===== config.mk =====
export PLATFORM = sky130hd
export DESIGN_NAME = irqc_top
export DESIGN_NICKNAME = d
export VERILOG_FILES = /design/src/rtl/irqc_pkg.sv /design/src/rtl/irqc_fixed_arb.sv /design/src/rtl/irqc_rr_arb.sv /design/src/rtl/irqc_active_stack.sv /design/src/rtl/irqc_top.sv
export SDC_FILE = /design/constraint.sdc
export NUM_CORES = 1
export LEC_CHECK = 0
export CAP_MARGIN = 5
export CORE_MARGIN = 2
export CORE_UTILIZATION = 55
export DETAILED_ROUTE_END_ITERATION = 16
export DONT_BUFFER_PORTS = 1
export PLACE_DENSITY = 0.73
export REMOVE_ABC_BUFFERS = 1
export SYNTH_ARGS = -nofsm -noshare
export SYNTH_HDL_FRONTEND = slang
export SYNTH_SLANG_ARGS = --single-unit

===== constraint.sdc =====
create_clock -name clk -period 2.7 [get_ports clk]
set_input_delay 0.675 -clock clk [delete_from_list [all_inputs] [get_ports clk]]
set_output_delay 0.675 -clock clk [all_outputs]
set_load 0.01 [all_outputs]

===== src/rtl/irqc_pkg.sv =====
package irqc_pkg;

  typedef enum logic [1:0] {
    LVL_OFF = 2'd0,
    LVL_LO  = 2'd1,
    LVL_MD  = 2'd2,
    LVL_HI  = 2'd3
  } lvl_e;

  // Vector address: group base plus slot offset within the group.
  function automatic int unsigned vec_of(input int unsigned idx, input int unsigned base,
                                         input int unsigned per_grp, input int unsigned gstride,
                                         input int unsigned sstride);
    return base + (idx / per_grp) * gstride + (idx % per_grp) * sstride;
  endfunction

  // Mask of the level bits at lvl and above (lvl 1..3); 0 gives none.
  function automatic logic [2:0] at_or_above(input logic [1:0] lvl);
    case (lvl)
      2'd1:    return 3'b111;
      2'd2:    return 3'b110;
      2'd3:    return 3'b100;
      default: return 3'b000;
    endcase
  endfunction

  // One-hot of the highest set bit.
  function automatic logic [2:0] top_bit(input logic [2:0] a);
    if (a[2]) return 3'b100;
    if (a[1]) return 3'b010;
    if (a[0]) return 3'b001;
    return 3'b000;
  endfunction

endpackage


===== src/rtl/irqc_fixed_arb.sv =====
module irqc_fixed_arb #(
  parameter int N  = 8,
  parameter int IW = (N > 1) ? $clog2(N) : 1
) (
  input  logic          clk,
  input  logic          rst_n,
  input  logic [N-1:0]  req,
  output logic          any,
  output logic [IW-1:0] idx
);

  always_comb begin
    idx = '0;
    for (int i = N - 1; i >= 0; i--)
      if (req[i]) idx = IW'(i);
  end
  assign any = |req;

  logic [N-1:0] below_mask;
  assign below_mask = (N'(1) << idx) - N'(1);

  // the chosen index requests and nothing below it does
  a_r6_lowest_wins: assert property (@(posedge clk) disable iff (!rst_n)
    any |-> (req[idx] && ((req & below_mask) == '0)));

endmodule


===== src/rtl/irqc_rr_arb.sv =====
module irqc_rr_arb #(
  parameter int N  = 8,
  parameter int IW = (N > 1) ? $clog2(N) : 1
) (
  input  logic          clk,
  input  logic          rst_n,
  input  logic [N-1:0]  req,
  input  logic          rr_en,
  input  logic          adv,
  input  logic [IW-1:0] adv_idx,
  output logic          any,
  output logic [IW-1:0] idx
);

  logic [IW-1:0] last_q;
  logic [IW-1:0] fix_idx, rot_idx;

  always_ff @(posedge clk) begin
    if (!rst_n)   last_q <= IW'(N - 1);
    else if (adv) last_q <= adv_idx;
  end

  always_comb begin
    fix_idx = '0;
    for (int i = N - 1; i >= 0; i--)
      if (req[i]) fix_idx = IW'(i);
  end

  // The scan runs from far to near so that the nearest hit after last_q is kept.
  always_comb begin
    rot_idx = '0;
    for (int k = N; k >= 1; k--)
      if (req[(int'(last_q) + k) % N]) rot_idx = IW'((int'(last_q) + k) % N);
  end

  assign any = |req;
  assign idx = rr_en ? rot_idx : fix_idx;

  // the pick always belongs to a requesting source
  a_r7_pick_requests: assert property (@(posedge clk) disable iff (!rst_n)
    any |-> req[idx]);
  // the source just served loses to any other requester under rotation
  a_r7_served_last: assert property (@(posedge clk) disable iff (!rst_n)
    (rr_en && any && (req & ~(N'(1) << last_q)) != '0) |-> idx != last_q);

endmodule


===== src/rtl/irqc_active_stack.sv =====
module irqc_active_stack
  import irqc_pkg::*;
(
  input  logic       clk,
  input  logic       rst_n,
  input  logic       set_en,
  input  logic [1:0] set_lvl,
  input  logic       ret,
  output logic [2:0] act
);

  logic [2:0] set_mask, clr_mask;
  assign set_mask = set_en ? (3'b001 << (set_lvl - 2'd1)) : 3'b000;
  assign clr_mask = ret ? top_bit(act) : 3'b000;

  always_ff @(posedge clk) begin
    if (!rst_n) act <= 3'b000;
    else        act <= (act | set_mask) & ~clr_mask;
  end

  // an acknowledge marks its level in service
  a_r11_ack_marks: assert property (@(posedge clk) disable iff (!rst_n)
    (set_en && !ret) |=> act[$past(set_lvl) - 2'd1]);
  // a return removes exactly one in-service bit
  a_r12_one_bit_off: assert property (@(posedge clk) disable iff (!rst_n)
    (ret && !set_en && act != 3'b000) |=> $countones(act) == $countones($past(act)) - 1);
  // a return never touches bits below the top one
  a_r12_lower_kept: assert property (@(posedge clk) disable iff (!rst_n)
    (ret && !set_en && act[2]) |=> act[1:0] == $past(act[1:0]));

endmodule


===== src/rtl/irqc_top.sv =====
module irqc_top
  import irqc_pkg::*;
#(
  parameter int N_SRC      = 8,
  parameter int VEC_W      = 12,
  parameter int VEC_BASE   = 'h040,
  parameter int GRP_SIZE   = 2,
  parameter int GRP_STRIDE = 16,
  parameter int SUB_STRIDE = 4
) (
  input  logic               clk,
  input  logic               rst_n,
  input  logic [N_SRC-1:0]   irq_req,
  input  logic [2*N_SRC-1:0] src_lvl,
  input  logic [2:0]         lvl_en,
  input  logic               glob_en,
  input  logic               low_rr,
  input  logic               irq_ack,
  input  logic               irq_ret,
  output logic               irq_valid,
  output logic [VEC_W-1:0]   irq_vector,
  output logic [1:0]         irq_level,
  output logic [2:0]         act_lvl
);

  localparam int IW = (N_SRC > 1) ? $clog2(N_SRC) : 1;

  logic [2:0]      any_l;
  logic [3*IW-1:0] idx_l;
  logic [2:0]      elig;
  logic            ack_fire;
  logic [IW-1:0]   cur_idx;
  logic            pick_any;
  logic [1:0]      pick_lvl;
  logic [IW-1:0]   pick_idx;
  logic [VEC_W-1:0] pick_vec;

  assign ack_fire = irq_valid && irq_ack;

  genvar g;
  for (g = 0; g < 3; g++) begin : g_lvl
    logic [N_SRC-1:0] lq;
    logic             a;
    logic [IW-1:0]    ix;
    always_comb
      for (int i = 0; i < N_SRC; i++)
        lq[i] = irq_req[i] && (src_lvl[2*i +: 2] == 2'(g + 1));
    if (g == 0) begin : g_rot
      irqc_rr_arb #(.N(N_SRC), .IW(IW)) u_arb (
        .clk(clk), .rst_n(rst_n), .req(lq), .rr_en(low_rr),
        .adv(ack_fire && irq_level == LVL_LO), .adv_idx(cur_idx),
        .any(a), .idx(ix));
    end else begin : g_fix
      irqc_fixed_arb #(.N(N_SRC), .IW(IW)) u_arb (
        .clk(clk), .rst_n(rst_n), .req(lq), .any(a), .idx(ix));
    end
    assign any_l[g] = a;
    assign idx_l[g*IW +: IW] = ix;
    assign elig[g] = a && lvl_en[g]
                     && ((act_lvl & at_or_above(2'(g + 1))) == 3'b000)
                     && (glob_en || act_lvl != 3'b000);
  end

  always_comb begin
    pick_any = |elig;
    pick_lvl = LVL_OFF;
    pick_idx = '0;
    if (elig[2])      begin pick_lvl = LVL_HI; pick_idx = idx_l[2*IW +: IW]; end
    else if (elig[1]) begin pick_lvl = LVL_MD; pick_idx = idx_l[1*IW +: IW]; end
    else if (elig[0]) begin pick_lvl = LVL_LO; pick_idx = idx_l[0 +: IW]; end
    pick_vec = VEC_W'(vec_of(int'(pick_idx), VEC_BASE, GRP_SIZE, GRP_STRIDE, SUB_STRIDE));
  end

  always_ff @(posedge clk) begin
    if (!rst_n) begin
      irq_valid  <= 1'b0;
      irq_vector <= '0;
      irq_level  <= LVL_OFF;
      cur_idx    <= '0;
    end else if (ack_fire) begin
      irq_valid  <= 1'b0;
    end else begin
      irq_valid  <= pick_any;
      irq_vector <= pick_vec;
      irq_level  <= pick_lvl;
      cur_idx    <= pick_idx;
    end
  end

  irqc_active_stack u_stack (
    .clk(clk), .rst_n(rst_n), .set_en(ack_fire), .set_lvl(irq_level),
    .ret(irq_ret), .act(act_lvl));

  // the offer is withdrawn in the cycle after it is taken
  a_r11_quiet_after_ack: assert property (@(posedge clk) disable iff (!rst_n)
    ack_fire |=> !irq_valid);
  // nothing at or above the offered level is in service
  a_r9_no_block_level: assert property (@(posedge clk) disable iff (!rst_n)
    irq_valid |-> (act_lvl & at_or_above(irq_level)) == 3'b000);
  // the masked code is never offered
  a_r4_level_coded: assert property (@(posedge clk) disable iff (!rst_n)
    irq_valid |-> irq_level != LVL_OFF);
  // an entry from idle needs the global enable
  a_r10_idle_gate: assert property (@(posedge clk) disable iff (!rst_n)
    (irq_valid && !$past(irq_valid) && $past(act_lvl) == 3'b000) |-> $past(glob_en));

endmodule


==> run_summary.xml, run 1 <==
<?xml version="1.0" encoding="UTF-8"?>
<metrics>
  <group name="routing">
    <metric name="via_count" unit="">2093</metric>
    <metric name="drt_first_iter_violations" unit="">179</metric>
    <metric name="wl" unit="mm">5.69</metric>
    <metric name="drt_first_pass_iters" unit="">4</metric>
    <metric name="route.detailed.drc" unit="">0</metric>
    <metric name="ant_nets" unit="">0</metric>
    <metric name="viasPerCell" unit="">6.84</metric>
    <metric name="routed_wire_length_per_instance" unit="um">18.6</metric>
  </group>
  <group name="grt">
    <metric name="top_usage_layer" unit="">met2</metric>
    <metric name="grt_start_max_net_pins" unit="">20</metric>
    <metric name="grt_util_all_layers" unit="%">27.5</metric>
    <metric name="grt_first_pass_wirelength" unit="mm">9.17</metric>
    <metric name="grt_antenna_before_repair" unit="">0</metric>
    <metric name="grt.met3_usage" unit="%">7.16</metric>
    <metric name="gr-usage-met1" unit="%">38.2</metric>
    <metric name="globalRoute.totalOverflow" unit="">0</metric>
    <metric name="met2_track_utilization_from_global_routing" unit="%">42.8</metric>
    <metric name="first_global_vias" unit="">1911</metric>
  </group>
  <group name="critical_path">
    <metric name="crit_chain" unit="">inv_6 &gt; ha_2 &gt; mux2i_1 &gt; mux4_2 &gt; and2_2 &gt; a2111oi_0 &gt; o21ai_1</metric>
    <metric name="setup.worst_path.start_class" unit="">flip-flop</metric>
    <metric name="critical-path-top-delay-family" unit="">multiplexers</metric>
    <metric name="crit_path_start" unit="">g_lvl[0].g_rot.u_arb.last_q[0]</metric>
    <metric name="launching_point_of_the_worst_reg2reg_path" unit="">g_lvl[0].g_rot.u_arb.last_q[0]</metric>
    <metric name="criticalPathCategory" unit="">reg -&gt; reg</metric>
    <metric name="path_buf_inv" unit="">1</metric>
    <metric name="critical_path_peak_fanout" unit="">8</metric>
    <metric name="worstPathArrival" unit="ns">2.64</metric>
    <metric name="critPathMaxStageDelay" unit="ns">0.55</metric>
    <metric name="timing.critical_path.required" unit="ns">2.82</metric>
    <metric name="worst_setup_path_end_kind" unit="">flip-flop</metric>
    <metric name="critPathSlowestCell" unit="">sky130_fd_sc_hd__mux4_2</metric>
  </group>
  <group name="synth">
    <metric name="synth_top_area_share" unit="%">12.4</metric>
    <metric name="synth-warning-count" unit="">0</metric>
    <metric name="synth_top_family_by_area" unit="">simple AND/OR/NAND/NOR gates</metric>
    <metric name="synth-main-ff-cell" unit="">sky130_fd_sc_hd__dfxtp_1</metric>
    <metric name="postSynthRegisterBits" unit="">13</metric>
    <metric name="seq_area_frac_synth" unit="%">12.4</metric>
    <metric name="synth_area_in_compound_gates" unit="%">25.7</metric>
    <metric name="synthesis.instances" unit="">250</metric>
    <metric name="postSynth.asyncResetShare" unit="%">0</metric>
    <metric name="mux_contribution_to_synthesized_area" unit="%">21.8</metric>
    <metric name="synth_xor_area_share" unit="%">0.832</metric>
    <metric name="synth.distinct_cells" unit="">59</metric>
    <metric name="area_fraction_in_and_or_nand_and_nor_cells_after_synthesis" unit="%">30.5</metric>
    <metric name="post_synth_instance_area" unit="sq mm">0.00210</metric>
    <metric name="netlist.top_cell.by_area" unit="">sky130_fd_sc_hd__dfxtp_1</metric>
    <metric name="synth_area_leaders" unit="">sky130_fd_sc_hd__dfxtp_1 (12%), sky130_fd_sc_hd__mux4_1 (7.5%), sky130_fd_sc_hd__mux2i_1 (5.7%)</metric>
    <metric name="adder_and_majority_gate_portion_of_the_synthesized_area" unit="%">1.19</metric>
    <metric name="synth_enable_flop_cells" unit="">0</metric>
    <metric name="synth_area_per_cell" unit="sq um">8.42</metric>
  </group>
  <group name="die">
    <metric name="design.die.area" unit="sq mm">0.00434</metric>
    <metric name="floorplan.io_pins" unit="">51</metric>
    <metric name="die_width" unit="um">65.9</metric>
    <metric name="rows" unit="">22</metric>
    <metric name="die_h" unit="um">65.9</metric>
    <metric name="placeable_area" unit="sq mm">0.00366</metric>
    <metric name="start_util" unit="%">57.5</metric>
  </group>
  <group name="sta">
    <metric name="timing.final.setup_violations" unit="">0</metric>
    <metric name="hold_viol_final" unit="">0</metric>
    <metric name="peak_clock_frequency_supported_by_timing" unit="GHz">0.396</metric>
    <metric name="worst-slew-pin-transition" unit="ns">0.650</metric>
    <metric name="rsz0062_at_grt" unit="">false</metric>
    <metric name="finalMaxSlewViolations" unit="">0</metric>
    <metric name="time_the_worst_path_needs_with_i_o_delays_and_setup" unit="ns">2.53</metric>
    <metric name="worst_hold_slack_across_all_endpoints" unit="ns">0.522</metric>
    <metric name="final_min_period_over_clock_period" unit="%">93.6</metric>
    <metric name="worst_slew_margin_rel" unit="%">56.2</metric>
    <metric name="fin_skew" unit="ns">0.00485</metric>
    <metric name="setup-tns-final" unit="ns">0</metric>
  </group>
  <group name="clock_network">
    <metric name="post-cts-setup-buffer-count" unit="">0</metric>
    <metric name="clk_path_buf_depth" unit="">2</metric>
    <metric name="clkTransAtPathRegs" unit="ns">0.05</metric>
    <metric name="cts-root-buf" unit="">sky130_fd_sc_hd__clkbuf_8</metric>
    <metric name="worstSkewPairLatency" unit="ns">0.24</metric>
    <metric name="tritoncts" unit="">done</metric>
    <metric name="ctsHtreeMaxLevel" unit="">1</metric>
    <metric name="cts_inserted_buffers" unit="">3</metric>
    <metric name="numClockSinks" unit="">13</metric>
  </group>
  <group name="final_layout">
    <metric name="fillCellCount" unit="">332</metric>
    <metric name="non_filler_instance_count_after_layout" unit="">306</metric>
    <metric name="diode_count" unit="">0</metric>
    <metric name="post_route_cells_drive_above_1_share" unit="%">14.7</metric>
    <metric name="most-common-layout-cells" unit="">sky130_fd_sc_hd__nand2_1 (20), sky130_fd_sc_hd__nand3_1 (18), sky130_fd_sc_hd__nor2_1 (17)</metric>
    <metric name="finalInstanceArea" unit="sq mm">0.00221</metric>
    <metric name="commonest_non_fill_non_tap_cell_in_the_layout" unit="">sky130_fd_sc_hd__nand2_1</metric>
    <metric name="area_delta_synth_final" unit="%">4.99</metric>
    <metric name="finalNetCount" unit="">294</metric>
  </group>
  <group name="placement">
    <metric name="place_congestion" unit="">0.885</metric>
    <metric name="dp.cells" unit="">302</metric>
    <metric name="post-dp-hpwl" unit="mm">4.50</metric>
    <metric name="placement.io_buffers" unit="">0</metric>
    <metric name="post_detailed_placement_cell_area" unit="sq mm">0.00216</metric>
  </group>
  <group name="worst_hold_path">
    <metric name="timing.hold.worst.start" unit="">rst_n</metric>
    <metric name="hp-class" unit="">in -&gt; reg</metric>
  </group>
  <group name="power">
    <metric name="vdd_drop_max" unit="V">0.000241</metric>
    <metric name="report.power.total" unit="mW">0.603</metric>
    <metric name="leakage" unit="nW">0.881</metric>
    <metric name="power_per_cell_area" unit="mW/mm^2">273</metric>
  </group>
  <group name="job">
    <metric name="timing.max_cap.violations" unit="">0</metric>
  </group>
  <group name="status">
    <metric name="outcome" unit="">finished clean</metric>
  </group>
</metrics>
## through the flow
stage	utilization (%)	worst slack [ns]
after CTS	60.3	0.0649
final	60.4	0.172
after floorplan	-	-0.243
after detailed placement	59.1	0.0299
after global routing	60.4	0.0731
after global placement	59.1	0.0434
## final timing paths
kind / slack, ns / endpoint / cells past startpoint
worst min register to register: 0.54 / irq_vector[6] / 1
worst min-delay path: 0.52 / g_lvl[0].g_rot.u_arb.last_q[1] / 1
worst max-delay path: 0.17 / cur_idx[1] / 7
worst max register to register: 0.17 / cur_idx[1] / 7
## per-layer routing
metal / part of all wire (%) / vias to the layer above
met5: 0 / -
met4: 1.1 / 0
met3: 9.0 / 6
met2: 47 / 112
met1: 43 / 974
li1: - / 1001
## state kept, by name (all words and copies together) (netlist names)
register,flops
cur_idx,2
irq_level,2
u_stack.act,3
g_lvl.g_rot.u_arb.last_q,3
irq_vector,2
irq_valid,1
## power by group
group | internal, mW | switching [mW]
combinational | 0.0951 | 0.114
sequential | 0.203 | 0.0153
clock | 0.104 | 0.0710
## cell usage after synthesis (3+ instances only)
cell type                   instances
sky130_fd_sc_hd__mux4_2             5
sky130_fd_sc_hd__nand4_1            5
sky130_fd_sc_hd__and3b_1            9
sky130_fd_sc_hd__o21ai_0           16
sky130_fd_sc_hd__o211ai_1           4
sky130_fd_sc_hd__and2_1             5
sky130_fd_sc_hd__o2111ai_1          4
sky130_fd_sc_hd__nand3b_1          12
sky130_fd_sc_hd__nand2_1           20
sky130_fd_sc_hd__a2111oi_0          3
sky130_fd_sc_hd__a21oi_1           16
sky130_fd_sc_hd__o211a_1            3
sky130_fd_sc_hd__mux2i_1           12
sky130_fd_sc_hd__a31oi_1            3
sky130_fd_sc_hd__inv_1              3
sky130_fd_sc_hd__nor2_1            17
sky130_fd_sc_hd__buf_4              8
sky130_fd_sc_hd__nand3b_4           4
sky130_fd_sc_hd__mux4_1             6
sky130_fd_sc_hd__a21boi_0           4
sky130_fd_sc_hd__clkbuf_1           4
sky130_fd_sc_hd__a311oi_1           3
sky130_fd_sc_hd__nand3_1           18
sky130_fd_sc_hd__o21a_1             3
sky130_fd_sc_hd__buf_6              4
sky130_fd_sc_hd__dfxtp_1           13
## repair_timing
item,4_1_cts,5_1_grt
hold buffers,0,0
setup endpoints to repair,0,2
resized for setup,0,1
## kinds of logic after synthesis
family,Yosys count
mux,27
compound gates,78
buf+inv,22
simple gates,105
other cells,1
xor+xnor,2
fa+ha+maj,2
flops,13
## area by class of cell
cell class | count | area (sq um) | share of cell area [%]
Clock buffer | 4 | 45.0 | 2.04
Sequential cell | 13 | 260 | 11.8
Timing Repair Buffer | 14 | 105 | 4.76
Tap cell | 48 | 60.1 | 2.72
Inverter | 5 | 23.8 | 1.08
Multi-Input combinational cell | 222 | 1720 | 77.6
No activity file was read; power rests on OpenSTA's default activity.
==> run 2: changes to the inputs <==
--- a/config.mk
+++ b/config.mk
@@ -10,6 +10,7 @@
 export CORE_UTILIZATION = 55
 export DETAILED_ROUTE_END_ITERATION = 16
 export DONT_BUFFER_PORTS = 1
+export HOLD_SLACK_MARGIN = 0.06
 export PLACE_DENSITY = 0.73
 export REMOVE_ABC_BUFFERS = 1
 export SYNTH_ARGS = -nofsm -noshare
==> results of run 2 <==
The final DEF is identical to that of run 1; final timing and power are the same.
